$ cat src/rtl/chirp_phase_gen.sv
module chirp_phase_gen #(
  parameter int PHASE_W = 33,
  parameter int WORD_W  = 18,
  parameter int DELTA_W = 24
) (
  input  logic               clk,
  input  logic               rst_n,
  input  logic [1:0]         mode,
  input  logic [WORD_W-1:0]  phase_offset,
  input  logic [PHASE_W-2:0] inc_min,
  input  logic [PHASE_W-2:0] inc_max,
  input  logic [DELTA_W-1:0] inc_delta,
  output logic [WORD_W-1:0]  phase_word,
  output logic               phase_wrap
);
  localparam int INC_W = PHASE_W - 1;
  localparam int LOW_W = PHASE_W - WORD_W;
  localparam int PAD_W = INC_W + 1 - DELTA_W;

  localparam logic [1:0] M_CW   = 2'b00;
  localparam logic [1:0] M_UP   = 2'b01;
  localparam logic [1:0] M_DOWN = 2'b10;
  localparam logic [1:0] M_TRI  = 2'b11;

  logic [PHASE_W-1:0] acc_q;
  logic [INC_W-1:0]   inc_q, inc_n;
  logic               run_q, fall_q, fall_n, wrap_q;

  wire [PHASE_W-1:0] acc_step = acc_q - {1'b0, inc_q};
  wire               borrow   = acc_q < {1'b0, inc_q};

  wire [INC_W:0] delta_x = {{PAD_W{1'b0}}, inc_delta};
  wire [INC_W:0] rise    = {1'b0, inc_q} + delta_x;
  wire [INC_W:0] sink    = {1'b0, inc_q} - delta_x;

  wire rise_hit   = rise >= {1'b0, inc_max};
  wire sink_below = sink[INC_W] || (sink[INC_W-1:0] <  inc_min);
  wire sink_floor = sink[INC_W] || (sink[INC_W-1:0] <= inc_min);

  wire [INC_W-1:0] inc_start = (mode == M_DOWN) ? inc_max : inc_min;

  always_comb begin
    inc_n  = inc_q;
    fall_n = fall_q;
    case (mode)
      M_CW:   inc_n = inc_min;
      M_UP:   inc_n = rise_hit ? inc_min : rise[INC_W-1:0];
      M_DOWN: inc_n = sink_below ? inc_max : sink[INC_W-1:0];
      default: begin
        if (!fall_q) begin
          if (!rise_hit) begin
            inc_n = rise[INC_W-1:0];
          end else if (sink_floor) begin
            inc_n = inc_min;
          end else begin
            inc_n  = sink[INC_W-1:0];
            fall_n = 1'b1;
          end
        end else if (sink_floor) begin
          inc_n  = inc_min;
          fall_n = 1'b0;
        end else begin
          inc_n = sink[INC_W-1:0];
        end
      end
    endcase
  end

  always_ff @(posedge clk) begin
    if (!rst_n) begin
      acc_q  <= '0;
      inc_q  <= '0;
      run_q  <= 1'b0;
      fall_q <= 1'b0;
      wrap_q <= 1'b0;
    end else if (!run_q) begin
      acc_q  <= {phase_offset, {LOW_W{1'b0}}};
      inc_q  <= inc_start;
      run_q  <= 1'b1;
      fall_q <= 1'b0;
      wrap_q <= 1'b0;
    end else begin
      acc_q  <= acc_step;
      inc_q  <= inc_n;
      fall_q <= fall_n;
      wrap_q <= borrow;
    end
  end

  assign phase_word = acc_q[PHASE_W-1 -: WORD_W];
  assign phase_wrap = wrap_q;

  assert_start_load_R2: assert property (@(posedge clk) disable iff (!rst_n)
    $rose(run_q) |-> (phase_word == $past(phase_offset)) && !phase_wrap);

  assert_step_R3: assert property (@(posedge clk) disable iff (!rst_n)
    (run_q && $past(run_q)) |-> (acc_q == $past(acc_q) - {1'b0, $past(inc_q)}));

  assert_cw_step_R5: assert property (@(posedge clk) disable iff (!rst_n)
    (run_q && mode == M_CW) |-> (inc_q == inc_min));

  assert_rise_bound_R6: assert property (@(posedge clk) disable iff (!rst_n)
    (run_q && mode == M_UP && inc_min < inc_max) |-> (inc_q >= inc_min && inc_q < inc_max));

  assert_fall_bound_R7: assert property (@(posedge clk) disable iff (!rst_n)
    (run_q && mode == M_DOWN && inc_min <= inc_max) |-> (inc_q >= inc_min && inc_q <= inc_max));

  assert_dir_mode_R8: assert property (@(posedge clk) disable iff (!rst_n)
    fall_q |-> (mode == M_TRI));

  assert_dir_start_R10: assert property (@(posedge clk) disable iff (!rst_n)
    $rose(run_q) |-> !fall_q);
endmodule

$ cat config.mk
export PLATFORM = sky130hd
export DESIGN_NAME = chirp_phase_gen
export DESIGN_NICKNAME = d
export VERILOG_FILES = /design/src/rtl/chirp_phase_gen.sv
export SDC_FILE = /design/constraint.sdc
export NUM_CORES = 1
export LEC_CHECK = 0
export ABC_AREA = 0
export CORE_MARGIN = 2
export CORE_UTILIZATION = 40
export DETAILED_ROUTE_END_ITERATION = 16
export DONT_BUFFER_PORTS = 1
export PLACE_DENSITY = 0.58
export RECOVER_POWER = 25
export SLEW_MARGIN = 0
export SYNTH_ARGS = -nofsm -noshare
export SYNTH_HDL_FRONTEND = slang
export SYNTH_SLANG_ARGS = --single-unit
$ cat constraint.sdc
create_clock -name clk -period 10.2 [get_ports clk]
set_input_delay 0.51 -clock clk [delete_from_list [all_inputs] [get_ports clk]]
set_output_delay 0.51 -clock clk [all_outputs]
set_load 0.01 [all_outputs]
==> results.md, run 1 <==
* VDD IR max at ~0.072 mV
* WS Path Type: reg2reg
* Clock sinks at 68
* Seq/Total Area, Yosys at between 10% and 20%
* Mapped Nets at 1,774
* Worst-path clk slew at about 0.060 ns
* Synth Cell Area at between 0.01 and 0.015 mm2
* Pre-Repair DR Iteration Count at 6
* Reg2reg setup slack at 2.37 ns
* Largest net degree at the start of global routing at 46
* Residual DRC at 0
* Setup crit start kind: flip-flop
* Fmax at around 130 MHz
* Top_reg_cell synth: dfxtp_1
* Share of cells above drive strength 1 at roughly 3.4%
* Flops & latches, synth at 68
* Leakage power at a little under 5 nW
* Max Fanout on Critical Path at 24
* Vias at 11,000
* Dpl hpwl at around 30 mm
* Max incr delay on CP at 1.00 ns
* Setup TNS at 0 ns
* Num CTS Buffers at 9
* First-pass GRT wire length at 60.1 mm
* DR WL/cell at ~22 um
* Delay-heaviest family, CP: compound AO/OA/AOI/OAI gates
* CP endpoint kind: flip-flop
* Nets at between 1,500 and 2,000
* Routed vias/inst at approximately 6
* Mapped Cells at between 1,500 and 2,000
* Gr ovfl total at 0
* CORE AREA at 0.0260 mm2
* Placed cell area at about 0.011 mm2
* Root Buffer: clkbuf_16
* Antenna-violating nets left at 0
* Worst path cell trace: ha_1 -> a21oi_1 -> nor2_1 -> a211oi_1 -> nand4_1 -> a41o_1 -> a2111oi_0 -> xnor2_1 -> inv_1 -> ha_1 -> nand4_1 -> nor3_1 -> nand3_1 -> a21oi_1 -> a211o_1 -> nand3_1 -> nand3_1 -> mux2i_1 -> nor4_1 -> o31a_1
* Worst slew pin tran at ~1.6 ns
* Initial core utilization at around two fifths
* Post-synth EDFFs at 0
* Hold Path Class: in2reg
* Clock Latency Late Sink at about 0.35 ns
* Clock Skew at about 0.011 ns
* CP max-delay cell: nand3_1
* Io pins at ~130
* Synth warnings at 0
* GP Congestion at 0.936
* Total track usage at a little over a quarter
* ANT cells at 0
* WP data arrival at between 8 and 9 ns
* Crit share post-route at between 70% and 80%
* H-Tree Depth at 3
* Mean Syn Cell Area at 6.95 um2
* Leading cell type in the layout, fill and taps excluded: a21oi_1
* Vias in the first global route at slightly above 10,000
* Outcome: finished, violations left
* Max Root-Sink Buffers at 2
* Unrepaired setup endpoints after global routing: false
* Final hold vios at 0
* Initial antenna violation count at 0
* Post-CTS resize count at 0
* Die Y-Extent at approximately 170 um
* TritonCTS clock tree: built
* IO Port Bufs at 0
* Most used cell, CP: nand3_1
* WL final at between 30 and 40 mm
* Core Rows at roughly 60
* Die Area at between 0.02 and 0.03 mm2
* WP buf/inv at 1
* Initial DRC count at between 1,000 and 1,500
* Final setup viols at 0
* Power per cell area at between 150 and 200 mW/mm2
* Relative slew slack at -3.67%
* Fin area at approximately 0.011 mm2
* Fin. max-slew vios at 34
* Failing checks: capacitance limit, slew limit
* Most frequent cells in the layout: 187 x a21oi_1, 166 x inv_1, 144 x ha_1, 139 x nor2_1, 118 x nand2_1
* Hold buffer count at cts at 0
* Max-cap violations at 1
* Die X at around 170 um
* FFs w/ async S/R, synth at 0%
* Number of distinct library cells after synthesis at 75
* Post-layout minimum cycle time at between 7 and 8 ns
* Synthesis-to-finish area growth at 2.86%
* Post-CTS setup buffers at 0
* CP Data Required Time at approximately 10 ns
## state kept, by name, summed over array words and instances (netlist names)
name / count
acc_q: 33
fall_q: 1
inc_q: 32
phase_wrap: 1
run_q: 1
## area by class of cell
cell class	instances	area, um2
clock inverters	4	25.0
clock buffers	12	246
inverters	168	631
well taps	335	419
repair buffers	14	105
multi-input cells	1187	8050
fillers	2751	15100
flip-flops and latches	68	1360
## worst register-to-register path, stage by stage (launching register included)
cell and delay [ns]:
dfxtp_1 0.34, ha_1 0.42, a21oi_1 0.25, nor2_1 0.08
a211oi_1 0.73, nand4_1 0.30, a41o_1 0.42, a2111oi_0 0.87
xnor2_1 0.30, inv_1 0.08, ha_1 0.31, nand4_1 0.18
nor3_1 0.38, nand3_1 0.20, a21oi_1 0.24, a211o_1 0.55
nand3_1 1.00, nand3_1 0.40, mux2i_1 0.23, nor4_1 0.06
o31a_1 0.34
## worst paths after layout
| path | start | to | cells after the start |
|---|---|---|---|
| min reg2reg | acc_q[0] | acc_q[0] | 3 |
| max reg2reg | inc_q[8] | inc_q[0] | 20 |
| max | inc_q[8] | inc_q[0] | 20 |
| min | rst_n | run_q | 0 |
## logic make-up (layout without fill, tap and decap cells)
kind of cell / Yosys count / after routing / share of synthesized area [%]
AOI/OAI and AO/OA: 521 / 521 / 31.6
muxes: 23 / 23 / 2.24
DFF: 68 / 68 / 12.9
buffers and inverters: 262 / 198 / 10.8
and+or+nand+nor: 424 / 424 / 18.8
xor gates and xnor gates: 72 / 72 / 5.99
adders and majority gates: 147 / 147 / 17.7
## per-layer routing
layer / vias to the layer above / part of all wire [%] / GRT usage [%]
met1: 5074 / 43 / 36.7
met4: 0 / 2.8 / 9.18
met5: - / 0 / 0
met2: 536 / 44 / 43.4
li1: 5304 / - / -
met3: 81 / 10 / 6.77
## cells in the mapped netlist (all sizes together) (6+ instances only)
master	instances	share of area, %
a211o	6	0.50
a211oi	33	2.4
a21boi	6	0.43
a21o	38	2.7
a21oi	187	8.9
a221oi	18	1.5
a31oi	20	1.2
and3	8	0.48
and4	7	0.58
buf	45	3.1
clkbuf	49	1.7
dfxtp	68	13
ha	144	17
inv	166	5.9
mux2i	18	1.7
nand2	118	4.2
nand2b	22	1.3
nand3	33	1.6
nand4	19	1.1
nor2	142	5.1
nor2b	9	0.53
nor3	29	1.5
nor4	8	0.48
o211ai	36	2.7
o21a	10	0.71
o21ai	85	4.0
o221ai	8	0.67
o22ai	14	0.83
o31ai	8	0.57
o32ai	9	0.75
or3	15	0.89
xnor2	58	4.8
xor2	14	1.2
## power by group
part,switching (W),total (W),internal [W]
sequential,0.0000560,0.000376,0.000320
combinational,0.000833,0.00135,0.000518
clock,0.000135,0.000306,0.000171
total,0.00102,0.00203,0.00101
## metrics by stage
step	setup slack (ns)	cells	hold slack [ns]	util, %	total power, W
3_5_place_dp	2.42	1772	0.526	40.7	0.00170
3_3_place_gp	2.55	1772	0.523	40.7	0.00169
6_report	2.37	1788	0.185	41.7	0.00203
4_1_cts	2.58	1788	0.179	41.7	0.00202
5_1_grt	1.98	1788	0.171	41.7	0.00221
2_1_floorplan	5.07	1517	0.464	-	0.00144
No activity file was read; power rests on OpenSTA's default activity.
==> inputs of run 2 (changes only) <==
--- a/config.mk
+++ b/config.mk
@@ -5,7 +5,7 @@
 export SDC_FILE = /design/constraint.sdc
 export NUM_CORES = 1
 export LEC_CHECK = 0
-export ABC_AREA = 0
+export ABC_AREA = 1
 export CORE_MARGIN = 2
 export CORE_UTILIZATION = 40
 export DETAILED_ROUTE_END_ITERATION = 16
==> constraint.sdc (replaced) <==
create_clock -name clk -period 7.9 [get_ports clk]
set_input_delay 0.395 -clock clk [delete_from_list [all_inputs] [get_ports clk]]
set_output_delay 0.395 -clock clk [all_outputs]
set_load 0.01 [all_outputs]
==> results.md, run 2 <==
* Outcome: finished, final reports clean
* Die Y-Extent at 177 um (+6.5%)
* Final hold vios at 0 (unchanged)
* Top cells by count, synth: 571 x nand2_1, 300 x inv_1, 200 x nand3_1
* Fmax at 168 MHz (+32%)
* Post-synth top area share at 17.9% (+0.79 points)
* Setup TNS at 0 ns (unchanged)
* Die X at 177 um (+6.5%)
* ANT cells at 0 (unchanged)
* Met3 WL at 4.70 mm (+20%)
* Initial core utilization at 40.5% (about the same)
* Synthesis-to-finish area growth at 2.72%
* Seq/Total Area, Yosys at 11.4% (-1.6 points)
* M1 wire length at 20.9 mm (+26%)
* Setup crit start kind: flip-flop
* Placed cell count at 2,408 (+36%)
* Cell accounting for the most synthesized area: nand2_1
* Antenna-violating nets left at 0 (unchanged)
* Hold Path Class: in2reg
* Share of cells above drive strength 1 at 2.75% (-0.69 points)
* Post-layout minimum cycle time at 5.95 ns (-1.88 ns)
* DR WL/cell at 19.7 um (-9.8%)
* Pre-Repair DR Iteration Count at 7 (+1)
* Final setup viols at 0 (unchanged)
* CP Data Required Time at 8.14 ns (-2.28 ns)
* Number of distinct library cells after synthesis at 51 (-32%)
* Vias at 13,600 (+24%)
* Mean Syn Cell Area at 5.69 um2 (-18%)
* H-Tree Depth at 3 (unchanged)
* Initial DRC count at 1,416 (+21%)
* Top reg by flops: acc_q
* Die Area at 0.0314 mm2 (+13%)
* Vias in the first global route at 12,800 (+24%)
* WP data arrival at 6.19 ns (-1.86 ns)
* Dpl hpwl at 37.3 mm (+24%)
* CP endpoint kind: flip-flop
* TritonCTS clock tree: built
* Post-CTS resize count at 0 (unchanged)
* Worst-path clk slew at 0.07 ns (about the same)
* Post-synth EDFFs at 0 (unchanged)
* Flops & latches, synth at 68 (unchanged)
* Met2 wire length at 20.8 mm (+20%)
* Total track usage at 30.1% (+2.6 points)
* Num CTS Buffers at 9 (unchanged)
* Residual DRC at 0 (unchanged)
* Max Root-Sink Buffers at 2 (unchanged)
* Top_reg_cell synth: dfxtp_1
* Io pins at 129 (unchanged)
* Synth warnings at 0 (unchanged)
* Worst slew pin tran at 1.21 ns (-0.343 ns)
* Crit share post-route at 75.3% (-1.4 points)
* Gr ovfl total at 0 (unchanged)
* Leading cell type in the layout, fill and taps excluded: nand2_1
* WS Path Type: reg2reg
* Non-Filler Instances at 2,423 (+36%)
* Largest registers: acc_q: 33 flops, inc_q: 32 flops
* Core Rows at 63 (+6.8%)
* IO Port Bufs at 0 (unchanged)
* Synth Cell Area at 0.0120 mm2 (+14%)
* Clock Skew at 0.0177 ns (+0.00658 ns)
* Fin. max-slew vios at 0 (-100%)
* Top-count cell post-synth: nand2_1
* Nets at 2,286 (+34%)
* Power per cell area at 207 mW/mm2 (+10%)
* VDD IR max at 0.116 mV (+60%)
* Root Buffer: clkbuf_16
* Mapped Nets at 2,362 (+33%)
* Most frequent cells in the layout: 570 x nand2_1, 300 x inv_1, 200 x nand3_1, 170 x a21oi_1, 149 x nor2_1
* Post-CTS setup buffers at 0 (unchanged)
* GP Congestion at 0.990 (+5.8%)
* Initial antenna violation count at 0 (unchanged)
* Routed vias/inst at 5.62 (-8.6%)
* Hold buffer count at cts at 0 (unchanged)
* FFs w/ async S/R, synth at 0% (unchanged)
* Mapped Cells at 2,105 (+39%)
* Max-cap violations at 0 (-1)
* Unrepaired setup endpoints after global routing: false
* Relative slew slack at 19.1% (+23 points)
* First-pass GRT wire length at 72.0 mm (+20%)
* WL final at 47.6 mm (+22%)
* Clock sinks at 68 (unchanged)
* Largest net degree at the start of global routing at 81 (+76%)
* Clock Latency Late Sink at 0.36 ns (about the same)
* Max FFs per register at 33 (unchanged)
* Leakage power at 6.52 nW (+33%)
* Synth area leaders: nand2_1 18%, ha_1 15%, dfxtp_1 11%
* CORE AREA at 0.0296 mm2 (+14%)
* Top Metal Used: met4
* Max Fanout on Critical Path at 56 (+130%)
[run 2: logic make-up (layout without fill, tap and decap cells)]
kind of cell	count (synthesis)	after routing	synth area share (%)
adders and majority gates	147	147	15.5
and+or+nand+nor	1005	1005	35.5
xor gates and xnor gates	50	50	3.65
DFF	68	68	11.4
buffers and inverters	416	344	14.2
AOI/OAI and AO/OA	419	419	19.8
[run 2: area by class of cell]
class                           instances  area [um2]
Clock buffer                           12         236
Clock inverter                          3        15.0
Fill cell                            3323       17300
Inverter                              321        1200
Multi-Input combinational cell       1621        8940
Sequential cell                        68        1360
Tap cell                              390         488
Timing Repair Buffer                    8        60.1
[run 2: worst paths after layout]
path	startpoint	end	slack [ns]	depth (start not counted)
max reg2reg	inc_q[3]	inc_q[26]	1.95	23
min	rst_n	run_q	0.08	0
max	inc_q[3]	inc_q[26]	1.95	23
min reg2reg	acc_q[0]	acc_q[0]	0.56	3
[run 2: layer usage]
layer / global-route usage, % / vias to the layer above
li1: - / 6732
met1: 40.5 / 6138
met2: 48.3 / 662
met3: 6.12 / 90
met4: 8.78 / 0
met5: 0 / -
[run 2: metrics by stage]
stage / hold slack [ns] / util (%) / cell area [um2] / setup slack, ns / total power (W)
detailed placement: 0.431 / 40.8 / 12100 / 2.23 / 0.00212
finish: 0.0782 / 41.6 / 12300 / 1.95 / 0.00255
global placement: 0.432 / 40.8 / 12100 / 2.17 / 0.00211
CTS: 0.0639 / 41.6 / 12300 / 2.24 / 0.00252
floorplan: 0.423 / - / 12000 / 3.98 / 0.00170
global route: 0.0627 / 41.6 / 12300 / 1.73 / 0.00278
[run 2: critical path, stage by stage, from the launching register on]
cell	delay, ns
dfxtp_1	0.46
ha_1	0.36
inv_2	0.11
nand3_1	0.07
nand2_1	0.12
a21oi_2	0.10
o21ai_0	0.50
nand4_1	0.17
nand2_1	0.15
xor2_1	0.48
inv_1	0.09
ha_1	0.31
nand4_1	0.09
inv_1	0.08
nand2_1	0.07
nor2_1	0.04
a41o_1	0.29
nor2_8	0.64
nand2_2	0.89
nand2_1	0.24
nand3_1	0.10
nand3_1	0.10
nor2_1	0.05
nor2_1	0.27
[run 2: power by group]
part	internal, W	switching (W)
clock	0.000210	0.000178
sequential	0.000396	0.0000667
combinational	0.000531	0.00116
==> inputs of run 3 (changes only) <==
--- a/config.mk
+++ b/config.mk
@@ -5,7 +5,7 @@
 export SDC_FILE = /design/constraint.sdc
 export NUM_CORES = 1
 export LEC_CHECK = 0
-export ABC_AREA = 1
+export ABC_AREA = 0
 export CORE_MARGIN = 2
 export CORE_UTILIZATION = 40
 export DETAILED_ROUTE_END_ITERATION = 16
==> constraint.sdc (replaced) <==
create_clock -name clk -period 5.5 [get_ports clk]
set_input_delay 0.275 -clock clk [delete_from_list [all_inputs] [get_ports clk]]
set_output_delay 0.275 -clock clk [all_outputs]
set_load 0.01 [all_outputs]
==> results.md, run 3 (same netlist as run 1, synthesis figures left out) <==
* Total Power at 0.00420 W (+65%)
* Root Buffer: clkbuf_16
* Failing checks: capacitance limit, slew limit
* Int Pwr at 0.00217 W (+91%)
* Initial DRC count at 1,111 (-22%)
* VDD IR max at 0.188 mV (+62%)
* Max FFs per register at 33 (unchanged)
* Vias in the first global route at 11,100 (-13%)
* Final hold vios at 0 (unchanged)
* WP buf/inv at 7 (+4)
* Share of cells above drive strength 1 at 14.6% (+12 points)
* Die Y-Extent at 166 um (-6.1%)
* RR Startpoint: inc_q[0]
* Sequential share of power at 16.7% (-1.5 points)
* Max incr delay on CP at 0.41 ns (-0.48 ns)
* Placed cell area at 0.0114 mm2 (-5.2%)
* Initial antenna violation count at 0 (unchanged)
* Reg2reg setup slack at 0.10 ns (-1.85 ns)
* Crit. Startpoint: inc_q[0]
* First-pass GRT wire length at 62.5 mm (-13%)
* Hold_sp: phase_offset[14]
* Leakage power at 5.64 nW (-14%)
* WL final at 41.3 mm (-13%)
* Relative slew slack at -14.2% (-33 points)
* Setup crit start kind: flip-flop
* Pre-Repair DR Iteration Count at 6 (-1)
* H-Tree Depth at 3 (unchanged)
* Initial core utilization at 40.5% (about the same)
* Leading cell type in the layout, fill and taps excluded: a21oi_1
* Io pins at 129 (unchanged)
* Final core utilization at 47.3% (+5.7 points)
* Dpl hpwl at 31.8 mm (-15%)
* Clock Power Share at 14.0% (-1.2 points)
* WS Path Type: reg2reg
* IO Port Bufs at 0 (unchanged)
* Top reg by flops: acc_q
* Clock Skew at 0.00877 ns (-0.00897 ns)
* CP Data Required Time at 5.76 ns (-2.38 ns)
* Fin. max-slew vios at 34 (+34)
* Die Area at 0.0277 mm2 (-12%)
* Die X at 166 um (-6.1%)
* Delay-heaviest family, CP: compound AO/OA/AOI/OAI gates
* Gr ovfl total at 0 (unchanged)
* Clock Latency Late Sink at 0.36 ns (about the same)
* Worst-path clk slew at 0.06 ns (about the same)
* Hold Path Class: in2reg
* CP endpoint kind: flip-flop
* Post-layout minimum cycle time at 5.40 ns (-0.547 ns)
* Most frequent cells in the layout: 180 x a21oi_1, 165 x inv_1, 140 x ha_1, 138 x nor2_1, 126 x buf_4
* Max Root-Sink Buffers at 2 (unchanged)
* Largest net degree at the start of global routing at 40 (-51%)
* DR WL/cell at 21.6 um (+10%)
* Nets at 1,828 (-20%)
* CP max-delay cell: fa_2
* Residual DRC at 0 (unchanged)
* Outcome: finished, violations left
* Largest registers: acc_q: 33 flops, inc_q: 32 flops
* Clock sinks at 68 (unchanged)
* Worst slew pin tran at 1.71 ns (+0.499 ns)
* Crit share post-route at 98.2% (+23 points)
* Core Rows at 59 (-6.3%)
* Synthesis-to-finish area growth at 16.7%
* Max Fanout on Critical Path at 5 (-91%)
* Total track usage at 28.7% (-1.4 points)
* GP Congestion at 0.996 (+0.63%)
* Most used cell, CP: buf_4
* WP data arrival at 5.66 ns (-0.53 ns)
* Fmax at 185 MHz (+10%)
* Psw at 0.00203 W (+44%)
* TritonCTS clock tree: built
* Final setup viols at 0 (unchanged)
* Combinational fraction of design power at 69.3% (+2.7 points)
* Num CTS Buffers at 9 (unchanged)
* Antenna-violating nets left at 0 (unchanged)
* ANT cells at 0 (unchanged)
* Vias at 11,600 (-15%)
* Routed vias/inst at 6.10 (+8.5%)
* Max-cap violations at 1 (+1)
* CORE AREA at 0.0260 mm2 (-12%)
* Power per cell area at 341 mW/mm2 (+65%)
* Fin area at 0.0123 mm2 (about the same)
* Setup TNS at 0 ns (unchanged)
* Sw Ratio at 48.4% (-6.9 points)
==> run 3: stage by stage <==
step	cells	setup WS, ns	hold WS, ns
2_1_floorplan	1517	0.582	0.303
3_3_place_gp	1877	-0.353	0.307
3_5_place_dp	1877	-0.342	0.308
4_1_cts	1894	0.0162	0.0207
5_1_grt	1910	-0.106	0.0273
6_report	1910	0.101	0.0276
==> run 3: worst paths after layout <==
check / endpoint / cells after the start
setup / recovery: inc_q[22] / 25
hold / removal: acc_q[29] / 2
setup reg to reg: inc_q[22] / 25
hold reg to reg: fall_q / 2
==> run 3: per-layer routing <==
layer	GRT usage, %	wire (um)
met1	38.6	17900
met5	0	0
met3	5.67	3860
met2	46.6	18500
met4	8.21	1080
==> run 3: timing repair <==
item | CTS | global route
pin swaps | 7 | 38
endpoints found under the setup margin | 33 | 33
hold buffers | 1 | 0
endpoints found under the hold margin | 1 | 0
gates resized for setup | 14 | 71
buffers inserted | 1 | 16
==> run 3: cell type report <==
class | instances | area (um2)
sequential | 68 | 1370
tap | 335 | 419
timing repair buffer | 137 | 1130
multi-input combinational | 1187 | 8480
clock inverter | 2 | 10.0
fill | 2620 | 13700
clock buffer | 13 | 260
inverter | 168 | 631
==> run 3: worst reg2reg max path, cell delays in order, from the launching register on <==
cell and delay [ns]:
dfxtp_1 0.31, buf_4 0.13, ha_2 0.19, fa_2 0.41
nor2b_4 0.15, o311ai_4 0.31, a211oi_2 0.16, buf_4 0.20
a211o_1 0.37, a41o_4 0.35, nand3_4 0.12, xnor2_4 0.13
inv_2 0.06, ha_4 0.22, nand4_1 0.19, inv_1 0.09
a221oi_2 0.32, o211ai_1 0.18, a21oi_2 0.17, o211ai_1 0.16
buf_4 0.18, buf_4 0.12, o32a_1 0.27, o211ai_1 0.25
a221oi_2 0.10, buf_4 0.15
==> run 3: power by group through the flow <==
stage	combinational (W)	clock (W)	sequential [W]
floorplan	0.00202	0	0.000648
global placement	0.00268	0	0.000703
detailed placement	0.00270	0	0.000706
CTS	0.00274	0.000597	0.000696
global route	0.00321	0.000608	0.000710
finish	0.00291	0.000588	0.000699
